[src/rtl/sbsram_pkg.sv]
package sbsram_pkg;
    localparam int NBANK = 2;

    typedef enum logic [2:0] {
        CYC_NONE,
        CYC_DESEL,
        CYC_START,
        CYC_NEXT,
        CYC_HOLD
    } cyc_e;
endpackage

[src/rtl/sbsram_decode.sv]
module sbsram_decode
    import sbsram_pkg::*;
#(
    parameter int LANES = 8
) (
    input  logic             adsp_n,
    input  logic             adsc_n,
    input  logic             adv_n,
    input  logic [NBANK-1:0] bank_en_n,
    input  logic             gw_n,
    input  logic             bwe_n,
    input  logic [LANES-1:0] bw_n,
    input  logic             sel_q,
    output cyc_e             kind,
    output logic             bank_idx,
    output logic [LANES-1:0] wr_mask,
    output logic             clash
);
    logic [1:0]       n_on;
    logic             lone;
    logic             many;
    logic [LANES-1:0] mask_c;

    always_comb begin
        n_on   = 2'($countones(~bank_en_n));
        lone   = (n_on == 2'd1);
        many   = (n_on > 2'd1);
        // global write wins over byte mode
        mask_c = !gw_n ? '1 : (!bwe_n ? ~bw_n : '0);
        // index of the enabled bank: bit 0 low means bank 0
        bank_idx = bank_en_n[0];
        kind    = CYC_NONE;
        wr_mask = '0;
        clash   = 1'b0;
        if (!adsp_n && lone) begin
            kind = CYC_START;          // read only, write inputs ignored
        end else if (!adsc_n && lone) begin
            kind    = CYC_START;
            wr_mask = mask_c;
        end else if ((!adsp_n || !adsc_n) && many) begin
            kind  = CYC_DESEL;
            clash = 1'b1;
        end else if (!adsc_n) begin
            kind = CYC_DESEL;
        end else if (sel_q) begin
            kind    = adv_n ? CYC_HOLD : CYC_NEXT;
            wr_mask = mask_c;
        end
    end
endmodule

[src/rtl/sbsram_burst.sv]
module sbsram_burst
    import sbsram_pkg::*;
#(
    parameter int ADDR_W  = 4,
    parameter int BURST_W = 2
) (
    input  cyc_e              kind,
    input  logic [ADDR_W-1:0] ext_addr,
    input  logic [ADDR_W-1:0] cur_addr,
    output logic [ADDR_W-1:0] use_addr
);
    logic [ADDR_W-1:0] step_addr;

    generate
        if (BURST_W == 0) begin : g_flat
            assign step_addr = cur_addr;
        end else if (BURST_W >= ADDR_W) begin : g_full
            assign step_addr = cur_addr + ADDR_W'(1);
        end else begin : g_wrap
            logic [BURST_W-1:0] low_n;
            assign low_n     = cur_addr[BURST_W-1:0] + BURST_W'(1);
            assign step_addr = {cur_addr[ADDR_W-1:BURST_W], low_n};
        end
    endgenerate

    always_comb begin
        case (kind)
            CYC_START: use_addr = ext_addr;
            CYC_NEXT:  use_addr = step_addr;
            default:   use_addr = cur_addr;
        endcase
    end
endmodule

[src/rtl/sbsram_bank.sv]
module sbsram_bank #(
    parameter int ADDR_W = 4,
    parameter int LANES  = 8,
    parameter int LANE_W = 9
) (
    input  logic                    clk,
    input  logic                    we,
    input  logic [LANES-1:0]        lane_we,
    input  logic [ADDR_W-1:0]       waddr,
    input  logic [LANES*LANE_W-1:0] wdata,
    input  logic [ADDR_W-1:0]       raddr,
    output logic [LANES*LANE_W-1:0] rdata
);
    localparam int DEPTH = 1 << ADDR_W;

    for (genvar l = 0; l < LANES; l++) begin : g_lane
        logic [LANE_W-1:0] cells [DEPTH];

        always_ff @(posedge clk) begin
            if (we && lane_we[l]) begin
                cells[waddr] <= wdata[l*LANE_W +: LANE_W];
            end
        end

        // flow-through: asynchronous read of the registered address
        assign rdata[l*LANE_W +: LANE_W] = cells[raddr];
    end
endmodule

[src/rtl/sbsram_2bank.sv]
module sbsram_2bank
    import sbsram_pkg::*;
#(
    parameter int ADDR_W  = 4,
    parameter int BURST_W = 2,
    parameter int BYTE_W  = 8,
    parameter int LANES   = 8
) (
    input  logic                          clk,
    input  logic                          rst_n,
    input  logic [ADDR_W-1:0]             addr,
    input  logic                          adsp_n,
    input  logic                          adsc_n,
    input  logic                          adv_n,
    input  logic [1:0]                    bank_en_n,
    input  logic                          gw_n,
    input  logic                          bwe_n,
    input  logic [LANES-1:0]              bw_n,
    input  logic                          oe_n,
    input  logic [LANES*(BYTE_W+1)-1:0]   din,
    output logic [LANES*(BYTE_W+1)-1:0]   dout,
    output logic                          dout_en,
    output logic                          illegal
);
    localparam int LANE_W = BYTE_W + 1;
    localparam int WORD_W = LANES * LANE_W;
    localparam int DATA_W = LANES * BYTE_W;

    typedef struct packed {
        logic [ADDR_W-1:0] addr;
        logic              bank;
        logic              sel;
        logic              rd;
        logic              bad;
    } state_t;

    state_t st_d, st_q;

    cyc_e              kind;
    logic              bank_idx;
    logic [LANES-1:0]  wr_mask;
    logic              clash;
    logic [ADDR_W-1:0] use_addr;
    logic              wr_bank;
    logic              any_wr;
    logic [WORD_W-1:0] lane_in;
    logic [WORD_W-1:0] lane_rd;
    logic [WORD_W-1:0] word_rd;
    logic [WORD_W-1:0] bank_rd [NBANK];

    sbsram_decode #(.LANES(LANES)) u_decode (
        .adsp_n    (adsp_n),
        .adsc_n    (adsc_n),
        .adv_n     (adv_n),
        .bank_en_n (bank_en_n),
        .gw_n      (gw_n),
        .bwe_n     (bwe_n),
        .bw_n      (bw_n),
        .sel_q     (st_q.sel),
        .kind      (kind),
        .bank_idx  (bank_idx),
        .wr_mask   (wr_mask),
        .clash     (clash)
    );

    sbsram_burst #(.ADDR_W(ADDR_W), .BURST_W(BURST_W)) u_burst (
        .kind     (kind),
        .ext_addr (addr),
        .cur_addr (st_q.addr),
        .use_addr (use_addr)
    );

    // lane k = {parity bit k, data byte k}
    for (genvar k = 0; k < LANES; k++) begin : g_pack
        assign lane_in[k*LANE_W +: LANE_W] = {din[DATA_W+k], din[k*BYTE_W +: BYTE_W]};
        assign word_rd[DATA_W+k]            = lane_rd[k*LANE_W+BYTE_W];
        assign word_rd[k*BYTE_W +: BYTE_W]  = lane_rd[k*LANE_W +: BYTE_W];
    end

    assign any_wr  = |wr_mask;
    assign wr_bank = (kind == CYC_START) ? bank_idx : st_q.bank;

    for (genvar b = 0; b < NBANK; b++) begin : g_bank
        sbsram_bank #(.ADDR_W(ADDR_W), .LANES(LANES), .LANE_W(LANE_W)) u_bank (
            .clk     (clk),
            .we      (any_wr && (wr_bank == 1'(b))),
            .lane_we (wr_mask),
            .waddr   (use_addr),
            .wdata   (lane_in),
            .raddr   (st_q.addr),
            .rdata   (bank_rd[b])
        );
    end

    assign lane_rd = bank_rd[st_q.bank];

    always_comb begin
        st_d     = st_q;
        st_d.bad = clash;
        case (kind)
            CYC_DESEL: begin
                st_d.sel = 1'b0;
                st_d.rd  = 1'b0;
            end
            CYC_START: begin
                st_d.addr = use_addr;
                st_d.bank = bank_idx;
                st_d.sel  = 1'b1;
                st_d.rd   = !any_wr;
            end
            CYC_NEXT, CYC_HOLD: begin
                st_d.addr = use_addr;
                st_d.rd   = !any_wr;
            end
            default: ;
        endcase
    end

    always_ff @(posedge clk) begin
        if (!rst_n) begin
            st_q <= '0;
        end else begin
            st_q <= st_d;
        end
    end

    assign dout_en = st_q.sel && st_q.rd && !oe_n;
    assign dout    = dout_en ? word_rd : '0;
    assign illegal = st_q.bad;
endmodule

[config.mk]
export PLATFORM = sky130hd
export DESIGN_NAME = sbsram_2bank
export DESIGN_NICKNAME = d
export VERILOG_FILES = /design/src/rtl/sbsram_pkg.sv /design/src/rtl/sbsram_decode.sv /design/src/rtl/sbsram_burst.sv /design/src/rtl/sbsram_bank.sv /design/src/rtl/sbsram_2bank.sv
export SDC_FILE = /design/constraint.sdc
export NUM_CORES = 2
export LEC_CHECK = 0
export BUFFER_PORTS_ARGS = -buffer_cell sky130_fd_sc_hd__buf_2
export CORE_UTILIZATION = 41
export CTS_CLUSTER_DIAMETER = 100
export CTS_CLUSTER_SIZE = 10
export DETAILED_ROUTE_END_ITERATION = 8
export HOLD_SLACK_MARGIN = 0.06
export SLEW_MARGIN = 20
export SYNTH_ARGS = -nofsm -noshare
export SYNTH_HDL_FRONTEND = slang
export SYNTH_SLANG_ARGS = --single-unit
export TNS_END_PERCENT = 50
[constraint.sdc]
create_clock -name clk -period 6.4 [get_ports clk]
set_clock_uncertainty 0.1 [all_clocks]
set_input_delay 0.32 -clock clk [delete_from_list [all_inputs] [get_ports clk]]
set_output_delay 0.32 -clock clk [all_outputs]
set_load 0.1 [all_outputs]
==> flow_summary_export.csv <==
group,metric,value,unit
floorplanning,die_area,0.222,mm²
layout,filler_cell_count,17457,
cts,htreeDepth,5,
sta,hold_violations,0,
logic_synthesis,yosysWarnings,0,
layout,syn_to_final_growth,14.9,%
logic_synthesis,synth_adder_area_share,0.0139,%
floorplanning,io_pins,168,
floorplanning,fp-row-count,171,
logic_synthesis,synth_compound_area_share,2.96,%
drt,drc_errors,0,
worst_setup_path,required,5.98,ns
placement,place_area,0.0954,mm²
power,seq_power_share,51.2,%
cts,cts_buffers,282,
cts,cts.sink_count,2316,
worst_setup_path,critPathTopFamily,"buffers and inverters",
logic_synthesis,ys.flop_type,"edfxtp_1",
logic_synthesis,synthXorXnorAreaFrac,0,%
logic_synthesis,syn_area_per_cell,22.5,µm²
logic_synthesis,synth_top_family_by_area,"multiplexers",
worst_setup_path,slowest_stage,"dfxtp_4",
cts,cts_tree,"done",
worst_setup_path,max_stage_delay,1.02,ns
cts,clk_latency,0.90,ns
drt,routed_wl,224000,µm
layout,ff_latch_area,0.0694,mm²
sta,period_share,79.2,%
worst_hold_path,hp-class,"in -> reg",
drt,met3WireLength,14400,µm
layout,multi_input_area,0.0202,mm²
logic_synthesis,synthArstFlopShare,0,%
logic_synthesis,ys_top_cells_by_area,"edfxtp_1 77%, mux4_2 14%, mux2i_1 3.2%",
worst_setup_path,path_cells,"inv_1 > mux2i_1 > o2bb2ai_1 > nor3_1 > buf_2",
layout,nets,4546,
logic_synthesis,synth-seq-area-share,76.9,%
floorplanning,start_util,41.4,%
placement,dpl.hpwl,134000,µm
grt,antenna_found_initial,16,
power,vdd_drop_max,0.273,mV
worst_setup_path,regToRegSetupSlack,2.51,ns
flow_run,cap_violations,0,
grt,grt_max_degree,93,
logic_synthesis,synth-edff-count,2304,
floorplanning,dieWidth,471,µm
layout,fin_area,0.104,mm²
power,p_switching,0.00709,W
floorplanning,die_h,471,µm
grt,grt_pass1_wl,324000,µm
grt,grt.overflow.total,0,
cts,root_buffer,"clkbuf_16",
drt,ant_nets,0,
sta,fmax,0.197,GHz
sta,finalSetupViolCount,0,
cts,ctsLongestPathBuffers,4,
logic_synthesis,synth.area.mux_share,17.5,%
status,outcome,"completed",
logic_synthesis,synthSimpleGateAreaFrac,1.17,%
power,p_leak,31.4,nW
logic_synthesis,synth_cells,4010,
logic_synthesis,netlist.area_leader.share,76.6,%
cts,clk_pin_slew,0.06,ns
drt,wl_met1,92100,µm
placement,port_buffers,167,
power,clkPwrFrac,41.5,%
logic_synthesis,synth.distinct_cells,55,
drt,wire_per_inst,30.5,µm
worst_setup_path,worstSetupEndpointType,"primary output",
logic_synthesis,syn_nets,4105,
sta,whs,0.181,ns
worst_setup_path,path_class,"reg -> out",
sta,worstMarginPinSlew,1.21,ns
power,swShare,21.6,%
floorplanning,core,0.218,mm²
sta,rsz0062_at_grt,"false",
logic_synthesis,yosys.area.top_type,"edfxtp_1",
power,powerDensity,317,mW/mm²
sta,slew_violations,0,
cts,ctsResizeCount,0,
grt,track_usage,20.2,%
layout,drive_gt1_share,29.2,%
drt,drtIter0Drc,4149,
drt,met2_length,111000,µm
grt,grt_pass1_vias,44867,
logic_synthesis,ys_seq_elements,2316,
drt,firstDrtPassIters,5,
logic_synthesis,synth_area,0.0903,mm²
drt,top_layer,"met4",
power,internal_power,0.0258,W
sta,period_needed,5.07,ns
drt,viasPerCell,5.87,
power,p_comb_share,7.3,%
sta,slew_headroom,19.1,%
placement,place.gp.congestion,0.812,
worst_setup_path,path_buf_inv,2,
worst_setup_path,startpoint_type,"flop",
worst_setup_path,cp_data_arrival_time,4.65,ns
worst_setup_path,path_max_fanout,45,
drt,route.vias.total,43144,
## kinds of logic after synthesis
family,count (synthesis)
adder cells (fa/ha/maj),1
flip-flops,2316
buffers and inverters,260
multiplexers,866
AO/OA/AOI/OAI,328
AND/OR/NAND/NOR,239
## cell usage after synthesis (16+ instances only)
library cell,instances
mux4_2,566
nor2_1,160
o311ai_1,16
buf_6,24
buf_2,122
o22a_1,59
clkbuf_1,78
a211oi_1,128
mux2i_1,285
o221ai_1,59
edfxtp_1,2304
nand2_1,30
buf_4,16
## through the flow
step | setup TNS [ns] | utilization, % | total power [W] | instances | setup slack [ns]
after CTS | 0 | 47.6 | 0.0331 | 7347 | 1.25
after global routing | 0 | 47.6 | 0.0337 | 7356 | 1.07
after floorplan | -0.0450 | - | 0.0186 | 4010 | -0.0225
after detailed placement | 0 | 43.8 | 0.0195 | 6936 | 1.24
final | 0 | 47.6 | 0.0328 | 7356 | 1.33
after global placement | 0 | 43.7 | 0.0195 | 6936 | 1.40
## power groups by stage
stage	Combinational (W)	Sequential (W)	Clock, W
finish	0.00238	0.0168	0.0136
global route	0.00252	0.0168	0.0144
CTS	0.00242	0.0168	0.0139
detailed placement	0.00237	0.0171	0
global placement	0.00234	0.0171	0
floorplan	0.00151	0.0171	0
## path summary, 6_finish.rpt
path | depth (start not counted) | end | startpoint
worst min-delay path | 5 | illegal$_SDFF_PP0_ | bank_en_n[1]
worst max-delay path | 5 | dout[14] | flop
worst min register to register | 2 | st_q[6]$_SDFFE_PN0N_ | st_q[6]$_SDFFE_PN0N_
worst max register to register | 5 | g_bank[1].u_bank.g_lane[7].cells[12][2]$_DFFE_PP_ | st_q[2]$_SDFFE_PN0P_
## worst min-delay path, stage by stage
cell and delay, ns:
buf_2 0.09, inv_1 0.14, ha_1 0.30, nand3_1 0.10, nor2_1 0.15
## final cells by class
class / instances / area share (%)
flip-flops and latches: 2316 / 66.9
clock inverters: 7 / 0.0832
repair buffers: 408 / 2.95
clock buffers: 319 / 7.10
well taps: 2854 / 3.44
inverters: 9 / 0.0326
multi-input cells: 1434 / 19.4
diodes: 9 / 0.0217
## layout by cell type, fill, tap and decap left out, types with 4 or more instances in the layout
master | netlist | layout
buf_12 | 0 | 16
dlygate4sd3_1 | 0 | 85
inv_6 | 0 | 4
clkbuf_1 | 78 | 29
mux2i_1 | 285 | 285
dfxtp_4 | 0 | 4
nor3_1 | 7 | 7
o22a_1 | 59 | 59
mux4_2 | 566 | 566
a32o_1 | 6 | 6
inv_1 | 7 | 7
dfxtp_1 | 12 | 8
o221ai_1 | 59 | 59
buf_4 | 16 | 140
buf_2 | 122 | 167
a221o_1 | 4 | 4
o21ai_0 | 14 | 14
a211oi_2 | 0 | 50
nor4_1 | 4 | 4
clkbuf_16 | 0 | 290
o22ai_1 | 13 | 13
nand2b_1 | 11 | 11
o2111ai_4 | 0 | 8
diode_2 | 0 | 9
mux2_2 | 15 | 15
nand2_1 | 30 | 28
o311ai_2 | 0 | 11
nor2_2 | 0 | 11
nor2_1 | 160 | 148
edfxtp_1 | 2304 | 2304
a211oi_1 | 128 | 77
## layer usage
| layer | track usage (%) | vias to the layer above |
|---|---|---|
| met4 | 6.47 | 0 |
| met1 | 27.6 | 23250 |
| li1 | - | 17966 |
| met3 | 3.62 | 348 |
| met5 | 0 | - |
| met2 | 33.0 | 1580 |
## state kept, by name, summed over array words and instances (netlist names), named ones only
name / cells
g_bank.u_bank.g_lane.cells: 2304
st_q: 7
illegal: 1
## repair_timing
action,in CTS,in global routing
setup buffers,0,0
hold endpoints to repair,2316,0
hold buffers,85,0
(Power assumes the default switching activity.)
